$ cat src/rtl/asram_pkg.sv
// Shared types and cycle-count helpers for the asynchronous SRAM controller.
package asram_pkg;

    typedef enum logic [2:0] {
        ST_IDLE,
        ST_RD_WAIT,
        ST_RD_DONE,
        ST_WR_SETUP,
        ST_WR_PULSE,
        ST_WR_REC
    } asram_state_t;

    // Cycles covering ns at the given period, never below one.
    function automatic int unsigned cyc_of(input int unsigned ns, input int unsigned per);
        int unsigned c;
        c = (ns + per - 1) / per;
        return (c < 1) ? 1 : c;
    endfunction

    function automatic int unsigned max2(input int unsigned a, input int unsigned b);
        return (a > b) ? a : b;
    endfunction

endpackage

$ cat src/rtl/asram_tick_ctr.sv
// Down counter that times each controller phase.
// Assumes: loaded with (length-1) on phase entry; zero flags the last cycle.
module asram_tick_ctr #(
    parameter int CNT_W = 4
) (
    input  logic             clk,
    input  logic             rst_n,
    input  logic             ld,
    input  logic [CNT_W-1:0] ld_val,
    output logic             zero
);
    logic [CNT_W-1:0] cnt;

    // Load on phase entry, otherwise count down to zero and hold.
    always_ff @(posedge clk) begin
        if (!rst_n)
            cnt <= '0;
        else if (ld)
            cnt <= ld_val;
        else if (cnt != '0)
            cnt <= cnt - 1'b1;
    end

    assign zero = (cnt == '0);
endmodule

$ cat src/rtl/asram_seq.sv
// Access sequencer: read wait, read done, write setup, strobe and recovery.
// Assumes: the phase counter flags the last cycle of each timed phase.
module asram_seq
    import asram_pkg::*;
#(
    parameter int CNT_W  = 4,
    parameter int RD_CYC = 7,
    parameter int SU_CYC = 4,
    parameter int PW_CYC = 5,
    parameter int RC_CYC = 1
) (
    input  logic             clk,
    input  logic             rst_n,
    input  logic             req,
    input  logic             wr,
    input  logic             cnt_zero,
    output asram_state_t     nxt,
    output logic             ld,
    output logic [CNT_W-1:0] ld_val,
    output logic             accept,
    output logic             capture,
    output logic             ready
);
    localparam logic [CNT_W-1:0] RD_LD = CNT_W'(RD_CYC - 1);
    localparam logic [CNT_W-1:0] SU_LD = CNT_W'(SU_CYC - 1);
    localparam logic [CNT_W-1:0] PW_LD = CNT_W'(PW_CYC - 1);
    localparam logic [CNT_W-1:0] RC_LD = CNT_W'(RC_CYC - 1);

    asram_state_t state;

    // Next phase from current phase, request and counter.
    always_comb begin
        nxt = state;
        unique case (state)
            ST_IDLE:     if (req) nxt = wr ? ST_WR_SETUP : ST_RD_WAIT;
            ST_RD_WAIT:  if (cnt_zero) nxt = ST_RD_DONE;
            ST_RD_DONE:  nxt = ST_IDLE;
            ST_WR_SETUP: if (cnt_zero) nxt = ST_WR_PULSE;
            ST_WR_PULSE: if (cnt_zero) nxt = ST_WR_REC;
            ST_WR_REC:   if (cnt_zero) nxt = ST_IDLE;
            default:     nxt = ST_IDLE;
        endcase
    end

    // Counter preset for the phase being entered.
    always_comb begin
        unique case (nxt)
            ST_RD_WAIT:  ld_val = RD_LD;
            ST_WR_SETUP: ld_val = SU_LD;
            ST_WR_PULSE: ld_val = PW_LD;
            ST_WR_REC:   ld_val = RC_LD;
            default:     ld_val = '0;
        endcase
    end

    assign ld      = (nxt != state);
    assign accept  = (state == ST_IDLE) && req;
    assign capture = (state == ST_RD_WAIT) && cnt_zero;
    assign ready   = (state == ST_RD_DONE) || ((state == ST_WR_REC) && cnt_zero);

    // Phase register.
    always_ff @(posedge clk) begin
        if (!rst_n)
            state <= ST_IDLE;
        else
            state <= nxt;
    end
endmodule

$ cat src/rtl/asram_pin_drv.sv
// Registered memory pins and host data latches.
// Assumes: pins are decoded from the next phase so they change with the phase.
module asram_pin_drv
    import asram_pkg::*;
#(
    parameter int ADDR_W = 13,
    parameter int DATA_W = 8
) (
    input  logic              clk,
    input  logic              rst_n,
    input  asram_state_t      nxt,
    input  logic              accept,
    input  logic              capture,
    input  logic [ADDR_W-1:0] host_addr,
    input  logic [DATA_W-1:0] host_wdata,
    input  logic [DATA_W-1:0] mem_dq_in,
    output logic [DATA_W-1:0] host_rdata,
    output logic [ADDR_W-1:0] mem_addr,
    output logic              mem_cs_n,
    output logic              mem_cs,
    output logic              mem_we_n,
    output logic              mem_oe_n,
    output logic [DATA_W-1:0] mem_dq_out,
    output logic              mem_dq_oe
);
    logic sel_nxt;
    assign sel_nxt = (nxt == ST_RD_WAIT) || (nxt == ST_WR_SETUP) ||
                     (nxt == ST_WR_PULSE) || (nxt == ST_WR_REC);

    // Strobe and enable registers, glitch-free at the pins.
    always_ff @(posedge clk) begin
        if (!rst_n) begin
            mem_cs_n  <= 1'b1;
            mem_cs    <= 1'b0;
            mem_we_n  <= 1'b1;
            mem_oe_n  <= 1'b1;
            mem_dq_oe <= 1'b0;
        end else begin
            mem_cs_n  <= !sel_nxt;
            mem_cs    <= sel_nxt;
            mem_we_n  <= (nxt != ST_WR_PULSE);
            mem_oe_n  <= (nxt != ST_RD_WAIT);
            mem_dq_oe <= (nxt == ST_WR_PULSE) || (nxt == ST_WR_REC);
        end
    end

    // Latch address and write data when a request is taken.
    always_ff @(posedge clk) begin
        if (!rst_n) begin
            mem_addr   <= '0;
            mem_dq_out <= '0;
        end else if (accept) begin
            mem_addr   <= host_addr;
            mem_dq_out <= host_wdata;
        end
    end

    // Capture read data on the last wait cycle.
    always_ff @(posedge clk) begin
        if (!rst_n)
            host_rdata <= '0;
        else if (capture)
            host_rdata <= mem_dq_in;
    end
endmodule

$ cat src/rtl/asram_host_bridge.sv
// Top: synchronous host port to an asynchronous 8-bit SRAM.
// Assumes: host holds req until ready; all timings are met by cycle counts
// derived from CLK_NS and the nanosecond minimums below.
module asram_host_bridge
    import asram_pkg::*;
#(
    parameter int CLK_NS    = 10,
    parameter int ADDR_W    = 13,
    parameter int DATA_W    = 8,
    parameter int T_RC_NS   = 70,
    parameter int T_WP_NS   = 50,
    parameter int T_WC_NS   = 70,
    parameter int T_AW_NS   = 70,
    parameter int T_DW_NS   = 40,
    parameter int T_OHZ_NS  = 30,
    parameter int T_WHZ_NS  = 35
) (
    input  logic              clk,
    input  logic              rst_n,
    input  logic              host_req,
    input  logic              host_wr,
    input  logic [ADDR_W-1:0] host_addr,
    input  logic [DATA_W-1:0] host_wdata,
    output logic              host_ready,
    output logic [DATA_W-1:0] host_rdata,
    output logic [ADDR_W-1:0] mem_addr,
    output logic              mem_cs_n,
    output logic              mem_cs,
    output logic              mem_we_n,
    output logic              mem_oe_n,
    output logic [DATA_W-1:0] mem_dq_out,
    input  logic [DATA_W-1:0] mem_dq_in,
    output logic              mem_dq_oe
);
    localparam int RD_CYC = int'(cyc_of(T_RC_NS, CLK_NS));
    localparam int SU_CYC = int'(cyc_of(max2(T_OHZ_NS, T_WHZ_NS), CLK_NS));
    localparam int AW_CYC = int'(cyc_of(T_AW_NS, CLK_NS));
    localparam int WC_CYC = int'(cyc_of(T_WC_NS, CLK_NS));
    localparam int PW_CYC = int'(max2(max2(cyc_of(T_WP_NS, CLK_NS), cyc_of(T_DW_NS, CLK_NS)),
                                      (AW_CYC > SU_CYC) ? AW_CYC - SU_CYC : 1));
    localparam int RC_CYC = (WC_CYC > SU_CYC + PW_CYC) ? WC_CYC - SU_CYC - PW_CYC : 1;
    localparam int MAX_CYC = int'(max2(max2(RD_CYC, SU_CYC), max2(PW_CYC, RC_CYC)));
    localparam int CNT_W  = $clog2(MAX_CYC + 1);

    asram_state_t     nxt;
    logic             ld, accept, capture, cnt_zero;
    logic [CNT_W-1:0] ld_val;

    asram_seq #(
        .CNT_W (CNT_W), .RD_CYC(RD_CYC), .SU_CYC(SU_CYC),
        .PW_CYC(PW_CYC), .RC_CYC(RC_CYC)
    ) seq_i (
        .clk(clk), .rst_n(rst_n), .req(host_req), .wr(host_wr),
        .cnt_zero(cnt_zero), .nxt(nxt), .ld(ld), .ld_val(ld_val),
        .accept(accept), .capture(capture), .ready(host_ready)
    );

    asram_tick_ctr #(.CNT_W(CNT_W)) ctr_i (
        .clk(clk), .rst_n(rst_n), .ld(ld), .ld_val(ld_val), .zero(cnt_zero)
    );

    asram_pin_drv #(.ADDR_W(ADDR_W), .DATA_W(DATA_W)) pins_i (
        .clk(clk), .rst_n(rst_n), .nxt(nxt), .accept(accept), .capture(capture),
        .host_addr(host_addr), .host_wdata(host_wdata), .mem_dq_in(mem_dq_in),
        .host_rdata(host_rdata), .mem_addr(mem_addr), .mem_cs_n(mem_cs_n),
        .mem_cs(mem_cs), .mem_we_n(mem_we_n), .mem_oe_n(mem_oe_n),
        .mem_dq_out(mem_dq_out), .mem_dq_oe(mem_dq_oe)
    );
endmodule

$ cat config.mk
export PLATFORM = sky130hd
export DESIGN_NAME = asram_host_bridge
export DESIGN_NICKNAME = d
export VERILOG_FILES = /design/src/rtl/asram_pkg.sv /design/src/rtl/asram_tick_ctr.sv /design/src/rtl/asram_seq.sv /design/src/rtl/asram_pin_drv.sv /design/src/rtl/asram_host_bridge.sv
export SDC_FILE = /design/constraint.sdc
export NUM_CORES = 1
export LEC_CHECK = 0
export ABC_CLOCK_PERIOD_IN_PS = 1700
export BUFFER_PORTS_ARGS = -buffer_cell sky130_fd_sc_hd__buf_2
export CORE_ASPECT_RATIO = 0.75
export CORE_UTILIZATION = 46
export CTS_BUF_LIST = sky130_fd_sc_hd__clkbuf_4 sky130_fd_sc_hd__clkbuf_8
export DETAILED_ROUTE_END_ITERATION = 8
export PLACE_DENSITY_LB_ADDON = 0.3
export SLEW_MARGIN = 20
export SYNTH_ARGS = -nofsm -noshare
export SYNTH_HDL_FRONTEND = slang
export SYNTH_HIERARCHICAL = 1
export SYNTH_SLANG_ARGS = --single-unit
$ cat constraint.sdc
create_clock -name clk -period 1.7 [get_ports clk]
set_input_delay 0 -clock clk [delete_from_list [all_inputs] [get_ports clk]]
set_output_delay 0 -clock clk [all_outputs]
set_load 0.01 [all_outputs]
# After elaboration in Yosys (flattened, before gate mapping)
# Cells that the tools add are included.
[op_classes]
addsub = 1
n_eq_ne = 12
mux = 10
reduce_logical = 13
[ops]
columns = ["operator", "n"]
rows = [
  ["$mux W3", 7],
  ["$pmux W3 S5", 1],
  ["$eq A3 B3 Y1 const B", 4],
  ["$eq A3 B2 Y1 const B", 3],
  ["$pmux W3 S3", 1],
  ["$eq A3 B1 Y1 const B", 2],
  ["$logic_not A3 Y1", 2],
  ["$logic_or A1 B1 Y1", 5],
  ["$logic_and A1 B1 Y1", 3],
  ["$ne A3 B1 Y1 const B", 1],
  ["$ne A3 B3 Y1", 1],
  ["$ne A3 B3 Y1 const B", 1],
  ["$reduce_bool A3 Y1", 1],
  ["$sub A3 B1 Y3 const B", 1],
  ["$mux W2", 1],
  ["$reduce_bool A2 Y1", 1],
  ["$logic_not A1 Y1", 1],
]
[totals]
regBits = 40
in_bits = 33
out_inout_bits = 35
elab_cells = 46

# Depth between registers and ports, before layout
[logic_depth]
ltp_word = 8
ltp_mapped = 10
mapped_depth_nobuf = 9

# Cells and area by module
# The synthesis kept the hierarchy.
[modules_own_cells]
columns = ["module", "instances", "cells_each", "area_per_inst_um2", "seq_area_each_um2"]
rows = [
  ["asram_pin_drv", 1, 106, 1270.0, 680.7],
  ["asram_seq", 1, 40, 341.6, 60.1],
  ["asram_tick_ctr", 1, 22, 205.2, 60.1],
]

# Least setup slack after synthesis
# No wires, ideal clock.
[synth_timing]
kind = "register -> register"
start = "register ctr_i.cnt[0]"
end = "register pins_i.mem_cs"
setup_ps = 115
arrival_ps = 1706
required_ps = 1585
slack_ps = -121
path_stages_with_launch = 11
path_buffers = 1
period_less_slack_ps = 1821
cell_sequence = "dfxtp_1 > inv_1 > ha_1 > nand2b_1 > inv_1 > buf_4 > mux2_2 > a22oi_2 > inv_1 > nor2b_1 > o21a_1"
[synth_via]
elab_chain_len = 7
word_cells_on_any_way = 13
classes_between = "eq/ne: 4; mux: 5; reduce/logical: 4"
[synth_rtl]
columns = ["element", "line_no", "source"]
rows = [
  ["start, declared", "asram_tick_ctr.sv:12", "logic [CNT_W-1:0] cnt;"],
  ["start signal, assigned", "asram_tick_ctr.sv:19", "cnt <= ld_val;"],
  ["start signal, assigned", "asram_tick_ctr.sv:21", "cnt <= cnt - 1'b1;"],
  ["$logic_not A3 Y1 *", "asram_tick_ctr.sv:24", "assign zero = (cnt == '0);"],
  ["named net cnt_zero", "asram_host_bridge.sv:46", "logic ld, accept, capture, cnt_zero;"],
  ["$mux W3, on equally long branches", "n/a", ""],
  ["$pmux W3 S5 *", "asram_seq.sv:34", "unique case (state)"],
  ["named net nxt[0]", "asram_host_bridge.sv:45", "asram_state_t nxt;"],
  ["$eq A3 B1 Y1 / $eq A3 B2 Y1 (equally long branches)", "asram_pin_drv.sv:27", "assign sel_nxt = (nxt == ST_RD_WAIT) || (nxt == ST_WR_SETUP) ||"],
  ["$logic_or A1 B1 Y1 (2 in a row)", "asram_pin_drv.sv:27", ""],
  ["$logic_or A1 B1 Y1 *", "asram_pin_drv.sv:28", "(nxt == ST_WR_PULSE) || (nxt == ST_WR_REC);"],
  ["end signal, assigned", "asram_pin_drv.sv:40", "mem_cs <= sel_nxt;"],
  ["end, declared", "asram_pin_drv.sv:20", "output logic mem_cs,"],
]
# Mark *: on every way through the listed nets, which the timed path passes. The rest lies on a longest branch.
# A chain may end at the register's enable or synchronous reset.

# Final worst setup path
[layout_timing]
start = "register ctr_i.cnt[1]"
end = "register pins_i.mem_cs"
# The elaborated chain is that of the path after synthesis.

==> out/metrics.csv <==
stage,metric,value,unit
route,drt-initial-drc-count,54,
logic_synthesis,synthArstFlopShare,0,%
route,top_layer_used,met4,
sta,worst_slew_pin_slew,0.3657,ns
power,cellLeakagePower,0.001307,uW
global_routing,grtUsageTotal,22.39,%
cts,cts_max_path_buffers,2,
die,row_count,19,
cts,clkLatencyLatePin,0.28,ns
logic_synthesis,synth_area_leaders,"dfxtp_1, mux2i_1, nor2b_1, buf_12, nand2b_1",
logic_synthesis,synth.distinct_cells,35,
placed_design,io_buffers,67,
logic_synthesis,synth.largest_area_cell,dfxtp_1,
sta,rsz0062_at_grt,true,
logic_synthesis,ys.flop_type,dfxtp_1,
die,fp.dieArea,4207,um2
logic_synthesis,yosysWarningCount,6,
status,outcome,"finished, violations left",
global_routing,antenna_found_initial,0,
die,die_h,56.43,um
cts,clkSinkCount,40,
route,wirelength,4.599,mm
sta,period_needed,1.885,ns
sta,clock_skew,0.008360,ns
setup_path,cp.required,1.87,ns
sta,hold_violations,0,
sta,max_clock_freq,530.5,MHz
logic_synthesis,ys_seq_area_share,44.08,%
logic_synthesis,postSynthCellCount,168,
global_routing,grt_pass1_vias,1544,
power,peakVddDrop,0.7447,mV
logic_synthesis,synth_nets,203,
power,power_density,1147,nW/um2
setup_path,cp.arrival,2.06,ns
flow_run,maxCapViolCount,0,
die,die_width,74.57,um
cts,cts-root-buf,clkbuf_8,
placed_design,hpwl,2.612,mm
hold_path,hp-start,rst_n,
cts,clk_pin_slew,0.07,ns
die,io_pins,68,
die,core,3709,um2
route,wl_met1,1.929,mm
setup_path,path_cells,"inv_2, ha_4, nand2b_4, clkinvlp_4, mux2_4, a22oi_2, inv_1, nor2b_4, o21a_1",
hold_path,hp-class,primary input to flop,
logic_synthesis,syn-cell-area,1817,um2
cts,cts_max_level,2,
route,drcViolationCount,0,
cts,numCtsBuffers,5,
route,postRouteAntennaNets,0,
logic_synthesis,ys_ff_latch,40,
route,dr_wl_met2,2.392,mm
setup_path,end_kind,flop,
setup_path,crit_type,flop to flop,
cts,cts_tree,done,
global_routing,grt_pass1_wl,7.017,mm
setup_path,worst-path-buf-inv,3,
sta,setup_viol,14,
setup_path,cp_slowest_cell,dfxtp_2,
route,dr.pass1.iters,4,
layout,syn2layout_area_growth,57.85,%
setup_path,critical_path.max_fanout,6,
setup_path,cp-start-kind,flop,
route,via_per_inst,4.770,
layout,n_antenna_cell,0,
layout,nNetsFinal,321,
route,wire_per_inst,13.57,um
sta,maxSlewHeadroom,75.62,%
setup_path,crit_start,ctr_i/cnt[1],
global_routing,grt_overflow,0,
logic_synthesis,syn-mean-instance-area,10.81,um2
layout,final_util,77.33,%
sta,finalMaxSlewViolations,0,
layout,final_layout_size_suffix_gt1_share,45.64,%
setup_path,critPathMaxStageDelay,0.35,ns
status,violations,setup timing,
sta,setup_ws,-0.1852,ns
route,detailroute.wirelength.met3,235,um
placed_design,gp_congestion,0.8478,
route,vias,1617,
logic_synthesis,synth_top_area_share,44.08,%
global_routing,grt_max_degree,26,
setup_path,cp_top_family,compound AO/OA/AOI/OAI gates,
logic_synthesis,synth_edf_count,0,
power,p_total,3288,uW
sta,fin_crit_sh,110.9,%
setup_path,rr_startpoint,ctr_i/cnt[1],
die,initial_core_util,48.99,%
-- worst reg2reg max path, cell delays in order (launching register included) --
cell	delay, ns
dfxtp_2	0.35
inv_2	0.06
ha_4	0.17
nand2b_4	0.08
clkinvlp_4	0.19
mux2_4	0.31
a22oi_2	0.23
inv_1	0.09
nor2b_4	0.14
o21a_1	0.16
-- cell families after synthesis --
logic type,count (synthesis),share of synthesized area (%)
mux,31,17.36
compound gates,13,5.441
buf+inv,17,6.956
simple gates,64,23.28
fa+ha+maj,2,1.377
flops,40,44.08
xor+xnor,1,1.515
-- synthesized netlist by cell type, types with 2 or more instances --
| library cell | count |
|---|---|
| buf_6 | 2 |
| buf_12 | 2 |
| nor3_1 | 2 |
| buf_4 | 4 |
| inv_1 | 6 |
| nand2b_1 | 5 |
| ha_1 | 2 |
| clkbuf_1 | 3 |
| o21ai_0 | 2 |
| nor2b_1 | 35 |
| nor2b_2 | 2 |
| nor2_1 | 7 |
| a21oi_1 | 3 |
| nor3b_1 | 2 |
| a2111oi_1 | 2 |
| nor4b_1 | 3 |
| dfxtp_1 | 40 |
| mux2i_1 | 29 |
-- cell usage in the layout (no fill, tap or decap), drive strengths merged, types with 2 or more instances in the layout --
cell type    netlist  routed
mux2i             30      30
inv                6       5
nor2b             37      37
a2111oi            2       2
dlygate4sd3        0      29
dfxtp             40      40
o21ai              2       2
nand2              2       2
nand2b             5       5
nor2               7       7
clkbuf             3       6
ha                 2       2
nor4b              3       3
a21oi              4       4
nor3               2       2
buf                8      93
nor3b              3       3
-- report_power, final --
| group | internal [uW] | total, uW | switching [uW] |
|---|---|---|---|
| sequential | 1060 | 1120 | 63.9 |
| combinational | 749 | 1390 | 646 |
| clock | 452 | 770 | 318 |
| total | 2260 | 3290 | 1030 |
-- path summary, 6_finish.rpt --
check                         end  slack, ns  cells after the start
max reg2reg         pins_i/mem_cs      -0.19                      9
min reg2reg  pins_i/mem_dq_out[6]       0.51                      2
min               pins_i/mem_oe_n       0.10                      2
max                 pins_i/mem_cs      -0.19                      9
-- per-stage QoR --
stage / hold WS (ns) / instance area (um2) / cells / setup TNS [ns] / setup slack (ns)
after floorplan: 0.1217 / 1854 / 168 / 0 / 0.02637
final: 0.1015 / 2868 / 339 / -1.052 / -0.1852
after global placement: 0.2544 / 2293 / 293 / -0.1183 / -0.05353
after global routing: 0.1271 / 2868 / 339 / -2.054 / -0.2061
after detailed placement: 0.2648 / 2293 / 293 / -0.9814 / -0.1165
after CTS: 0.1166 / 2740 / 334 / -0.2206 / -0.08690
-- timing repair --
| item | 4_1_cts | 5_1_grt |
|---|---|---|
| setup buffers | 4 | 5 |
| cloned | 0 | 0 |
| pin swaps | 4 | 5 |
| hold buffers | 29 | 0 |
| setup endpoints to repair | 14 | 15 |
| gates resized for setup | 3 | 17 |
| hold endpoints to repair | 29 | 0 |
-- layout make-up --
cell class / count / area [um2]
multi-input cells: 111 / 1021
repair buffers: 122 / 840.8
fillers: 254 / 840.8
flip-flops and latches: 40 / 803.3
clock buffers: 6 / 76.32
well taps: 52 / 65.06
clock inverters: 2 / 35.03
inverters: 6 / 26.28
-- registers in the layout, indices dropped and copies added (netlist names) --
signal and cells:
pins_i/mem_dq_oe 1, pins_i/host_rdata 8, pins_i/mem_addr 13, pins_i/mem_cs 1
ctr_i/cnt 3, pins_i/mem_dq_out 8, pins_i/mem_we_n 1, seq_i/state 3
pins_i/mem_oe_n 1, pins_i/mem_cs_n 1
-- layer usage --
metal,vias up,GRT usage [%]
met1,753,27.63
met5,-,0
met3,4,7.540
li1,798,-
met4,0,4.313
met2,62,37.71
No activity file was read; power rests on OpenSTA's default activity.
